[src/rtl/irq_entry_pkg.sv]
package irq_entry_pkg;
  parameter int ADDR_W = 12;

  typedef enum logic [1:0] {
    ST_IDLE = 2'd0,
    ST_DEC  = 2'd1,
    ST_PUSH = 2'd2,
    ST_VEC  = 2'd3
  } seqState_t;

  typedef struct packed {
    logic setPend;
    logic decSp;
    logic pushPc;
    logic loadVec;
  } seqStrobe_t;
endpackage

[src/rtl/irq_entry_ctrl.sv]
module irq_entry_ctrl
  import irq_entry_pkg::*;
(
  input  logic       clk,
  input  logic       rstN,
  input  logic       instrDone,
  input  logic       inFlag,
  input  logic       outFlag,
  input  logic       ienQ,
  output seqStrobe_t strobe
);
  seqState_t state, stateNext;
  logic      request;

  assign request = instrDone && ienQ && (inFlag || outFlag);

  always_comb begin
    stateNext = state;
    strobe    = '0;
    unique case (state)
      ST_IDLE: if (request) begin
        strobe.setPend = 1'b1;
        stateNext      = ST_DEC;
      end
      ST_DEC: begin
        strobe.decSp = 1'b1;
        stateNext    = ST_PUSH;
      end
      ST_PUSH: begin
        strobe.pushPc = 1'b1;
        stateNext     = ST_VEC;
      end
      ST_VEC: begin
        strobe.loadVec = 1'b1;
        stateNext      = ST_IDLE;
      end
      default: stateNext = ST_IDLE;
    endcase
  end

  always_ff @(posedge clk) begin
    if (!rstN) state <= ST_IDLE;
    else       state <= stateNext;
  end

  AST_ONE_STEP: assert property (@(posedge clk) disable iff (!rstN)
    $onehot0({strobe.decSp, strobe.pushPc, strobe.loadVec}));
  AST_PUSH_FOLLOWS_DEC: assert property (@(posedge clk) disable iff (!rstN)
    strobe.decSp |=> strobe.pushPc);
  AST_VEC_FOLLOWS_PUSH: assert property (@(posedge clk) disable iff (!rstN)
    strobe.pushPc |=> strobe.loadVec);
  AST_NO_RESTART: assert property (@(posedge clk) disable iff (!rstN)
    (state != ST_IDLE) |-> !strobe.setPend);
endmodule

[src/rtl/irq_entry_dp.sv]
module irq_entry_dp
  import irq_entry_pkg::*;
#(
  parameter int AW = ADDR_W
) (
  input  logic          clk,
  input  logic          rstN,
  input  seqStrobe_t    strobe,
  input  logic          ienSet,
  input  logic          ienClr,
  input  logic [AW-1:0] vecAddr,
  input  logic [AW-1:0] pcIn,
  input  logic [AW-1:0] spIn,
  output logic          ienQ,
  output logic          pendQ,
  output logic          pcWe,
  output logic [AW-1:0] pcNew,
  output logic          spWe,
  output logic [AW-1:0] spNew,
  output logic          memWe,
  output logic [AW-1:0] memAddr,
  output logic [AW-1:0] memData,
  output logic          intAck,
  output logic          fetchEn
);
  localparam logic [AW-1:0] ONE = AW'(1);

  always_ff @(posedge clk) begin
    if (!rstN) begin
      pendQ <= 1'b0;
      ienQ  <= 1'b0;
    end else begin
      if (strobe.loadVec)      pendQ <= 1'b0;
      else if (strobe.setPend) pendQ <= 1'b1;
      if (strobe.loadVec || ienClr) ienQ <= 1'b0;
      else if (ienSet)              ienQ <= 1'b1;
    end
  end

  assign spWe    = strobe.decSp;
  assign spNew   = spIn - ONE;
  assign memWe   = strobe.pushPc;
  assign memAddr = spIn;
  assign memData = pcIn;
  assign pcWe    = strobe.loadVec;
  assign pcNew   = vecAddr;
  assign intAck  = strobe.loadVec;
  assign fetchEn = !pendQ;

  AST_PEND_NEEDS_EN: assert property (@(posedge clk) disable iff (!rstN)
    $rose(pendQ) |-> $past(ienQ));
  AST_EXIT_CLEARS: assert property (@(posedge clk) disable iff (!rstN)
    intAck |=> (!pendQ && !ienQ && fetchEn));
  AST_NO_FETCH_IN_SEQ: assert property (@(posedge clk) disable iff (!rstN)
    (spWe || memWe || intAck) |-> !fetchEn);
  AST_ACK_SINGLE: assert property (@(posedge clk) disable iff (!rstN)
    intAck |=> !intAck);
endmodule

[src/rtl/irq_entry_seq.sv]
module irq_entry_seq
  import irq_entry_pkg::*;
#(
  parameter int AW = ADDR_W
) (
  input  logic          clk,
  input  logic          rstN,
  input  logic          instrDone,
  input  logic          inFlag,
  input  logic          outFlag,
  input  logic          ienSet,
  input  logic          ienClr,
  input  logic [AW-1:0] vecAddr,
  input  logic [AW-1:0] pcIn,
  input  logic [AW-1:0] spIn,
  output logic          pcWe,
  output logic [AW-1:0] pcNew,
  output logic          spWe,
  output logic [AW-1:0] spNew,
  output logic          memWe,
  output logic [AW-1:0] memAddr,
  output logic [AW-1:0] memData,
  output logic          intAck,
  output logic          fetchEn,
  output logic          intPending,
  output logic          intEnable
);
  seqStrobe_t strobe;
  logic       ienQ;
  logic       pendQ;

  irq_entry_ctrl u_ctrl (
    .clk(clk), .rstN(rstN), .instrDone(instrDone), .inFlag(inFlag),
    .outFlag(outFlag), .ienQ(ienQ), .strobe(strobe)
  );

  irq_entry_dp #(.AW(AW)) u_dp (
    .clk(clk), .rstN(rstN), .strobe(strobe), .ienSet(ienSet), .ienClr(ienClr),
    .vecAddr(vecAddr), .pcIn(pcIn), .spIn(spIn), .ienQ(ienQ), .pendQ(pendQ),
    .pcWe(pcWe), .pcNew(pcNew), .spWe(spWe), .spNew(spNew), .memWe(memWe),
    .memAddr(memAddr), .memData(memData), .intAck(intAck), .fetchEn(fetchEn)
  );

  assign intPending = pendQ;
  assign intEnable  = ienQ;
endmodule

[config.mk]
export PLATFORM = sky130hd
export DESIGN_NAME = irq_entry_seq
export DESIGN_NICKNAME = d
export VERILOG_FILES = /design/src/rtl/irq_entry_pkg.sv /design/src/rtl/irq_entry_ctrl.sv /design/src/rtl/irq_entry_dp.sv /design/src/rtl/irq_entry_seq.sv
export SDC_FILE = /design/constraint.sdc
export NUM_CORES = 1
export LEC_CHECK = 0
export ABC_AREA = 1
export BUFFER_PORTS_ARGS = -buffer_cell sky130_fd_sc_hd__buf_2
export CORE_ASPECT_RATIO = 1.1
export CORE_MARGIN = 2
export CORE_UTILIZATION = 30
export CTS_CLUSTER_SIZE = 25
export DETAILED_ROUTE_END_ITERATION = 8
export PLACE_DENSITY = 0.8
export SYNTH_ARGS = -nofsm -noshare
export SYNTH_HDL_FRONTEND = slang
export SYNTH_HIERARCHICAL = 1
export SYNTH_SLANG_ARGS = --single-unit
[constraint.sdc]
create_clock -name clk -period 1.2 [get_ports clk]
set_clock_uncertainty 0.2 [all_clocks]
set_input_delay 0.06 -clock clk [delete_from_list [all_inputs] [get_ports clk]]
set_output_delay 0.06 -clock clk [all_outputs]
set_load 0.02 [all_outputs]
==> out/qor.yml <==
layout.cells.most_common: "buf_2"
num_rows: 20
cp_slowest_cell: "dfxtp_4"
avgSynthCellArea_sq_um: 6.42
boundaryPins: 98
dpl.cell_count: 177
finalSetupViolations: 7
hold_violations: 0
overflow: 0
cts_sinks: 4
fillerInstances: 268
die_y_microns: 59.3
cpPeakStageDelay_ns: 0.35
core-area_sq_um: 2700
outcome: "complete, but fails checks"
worstPathArrival_ns: 1.03
drc: 0
ys_seq_area_frac: 0.0960
cp_cell_sequence: "buf_6, ha_4, buf_6"
ir_worst_vdd_uv: 787
worst_pin_slew_ns: 0.244
p_leak_nw: 0.714
cpMostUsedCell: "buf_6"
power_w: 0.00141
dp_slack_ns: -0.0715
h-tree-depth: 1
path_clk_slew_ns: 0.04
port_buffers: 49
dieWidth_microns: 54.3
numCtsBuffers: 3
synthAdderAreaFrac: 0.0900
synth_nets: 179
multi_input_area_sq_um: 514
relSlewSlack: 0.837
vias: 900
cts_buffer_depth: 2
period_share: 1.08
reg2reg_from: "u_ctrl/state[1]"
dieArea_sq_um: 3220
end_kind: "output port"
ant_nets: 0
cp_max_fo: 4
synth_cell_types: 21
grt_pass1_vias: 753
p_per_area_nw_per_um2: 995
synth_compound_area_frac: 0.0240
grt_max_degree: 6
min-delay-start: "instrDone"
slew_viol_final: 0
max_clock_freq_mhz: 773
layout-drive-gt1-share: 0.500
dp_hpwl_mm: 1.30
cap_violations: 0
cts_tree: "yes"
startpoint_type: "flop"
dr.pass1.iters: 4
crit_type: "flop to output port"
layout.area.seq_sq_um: 85.1
min_path_type: "primary input to flop"
violations: "setup timing"
holdWs_ns: 0.0670
required_ns: 0.94
areaGrowthSynthToFinish_pct: 70.0
synth_xor_area_frac: 0.0420
syn_inst: 130
drtIter0Drc: 6
clk_latency_ns: 0.25
initial_core_util: 0.309
final_cells: 213
synth.area.mux_share: 0
grt_setup_unrepaired: "yes"
gp_congestion: 0.797
timing.critical_path.from: "u_ctrl/state[0]"
yosys_warnings: 6
netlist_area_sq_um: 835
layout_common_cells: "buf_2 (39), dlygate4sd3_1 (27), nand2_1 (22)"
viasPerCell: 4.23
routedWlPerCell_microns: 10.2
synth-simple-area-share: 0.303
num_antenna_cells: 0
finalCriticalPeriod_ns: 1.29
antenna_found_initial: 0
grt_pass1_wl_mm: 2.97
setup_ws_ns: -0.0935
grt_usage: 0.128
nNetsFinal: 231
ys_ff_latch: 4
drt-total-wl_mm: 2.16
root_buffer: "clkbuf_4"
tns_ns: -0.487
synth_top_family_by_area: "buffers and inverters"
==> cells in the mapped netlist (all sizes together) <==
cell type  instances  share of area
buf               40           0.36
nand2             26           0.13
inv               19          0.085
nor2              15          0.088
ha                 6          0.090
nand3              6          0.036
dfxtp              4          0.096
or2                3          0.025
xor2               3          0.031
a21oi              2          0.012
o21ai              2          0.012
nand4              1         0.0075
nor3               1         0.0060
nor4               1         0.0075
xnor2              1          0.010
==> registers in the layout, summed over array words and instances, names as in the netlist <==
name and cells:
u_ctrl/state 2, u_dp/pendQ 1, u_dp/ienQ 1
==> worst max-delay path, delay by kind of cell, from the launching register on <==
| kind | cells | cell delay (ns) |
|---|---|---|
| adders and majority gates | 1 | 0.17 |
| buffers and inverters | 2 | 0.26 |
| DFF | 1 | 0.35 |
==> power breakdown <==
group	internal (W)	switching (W)	leakage (nW)	total, W
logic	0.000503	0.000519	0.667	0.00102
clock network	0.000113	0.0000679	0.0138	0.000181
registers	0.000174	0.0000350	0.0338	0.000209
==> logic make-up (layout without fill, tap and decap cells) <==
| kind of cell | count (synthesis) | after routing |
|---|---|---|
| xor+xnor | 4 | 4 |
| fa+ha+maj | 6 | 6 |
| compound gates | 4 | 4 |
| flops | 4 | 4 |
| buf+inv | 59 | 109 |
| simple gates | 53 | 53 |
==> per-stage QoR <==
step / util / area, sq um
2_1_floorplan: - / 865
5_1_grt: 0.525 / 1420
3_3_place_gp: 0.329 / 888
3_5_place_dp: 0.329 / 888
4_1_cts: 0.492 / 1330
6_report: 0.525 / 1420
==> final cells by class <==
| class | instances | share of cell area |
|---|---|---|
| clock buffers | 3 | 0.0159 |
| inverters | 19 | 0.0564 |
| well taps | 33 | 0.0291 |
| repair buffers | 87 | 0.476 |
| flip-flops and latches | 4 | 0.0600 |
| multi-input cells | 67 | 0.362 |
==> what timing repair did <==
| action | in CTS | in global routing |
|---|---|---|
| buffers inserted | 5 | 1 |
| pin swaps | 7 | 8 |
| resized for setup | 25 | 22 |
| hold buffers | 27 | 0 |
| endpoints found under the hold margin | 28 | 0 |
| endpoints found under the setup margin | 9 | 14 |
==> worst paths after layout <==
kind | to | slack (ns) | depth (start not counted)
max | pcWe | -0.09 | 3
min | u_ctrl/state[0] | 0.07 | 6
max reg2reg | u_ctrl/state[0] | -0.08 | 5
min reg2reg | u_dp/pendQ | 0.31 | 2
==> layer usage <==
metal	wire, microns	vias up	track usage
met4	38	0	0.0536
met5	0	-	0
met2	1280	49	0.232
li1	-	452	-
met1	672	395	0.132
met3	176	4	0.0379
Note: power is estimated with default switching activity, not from simulation.
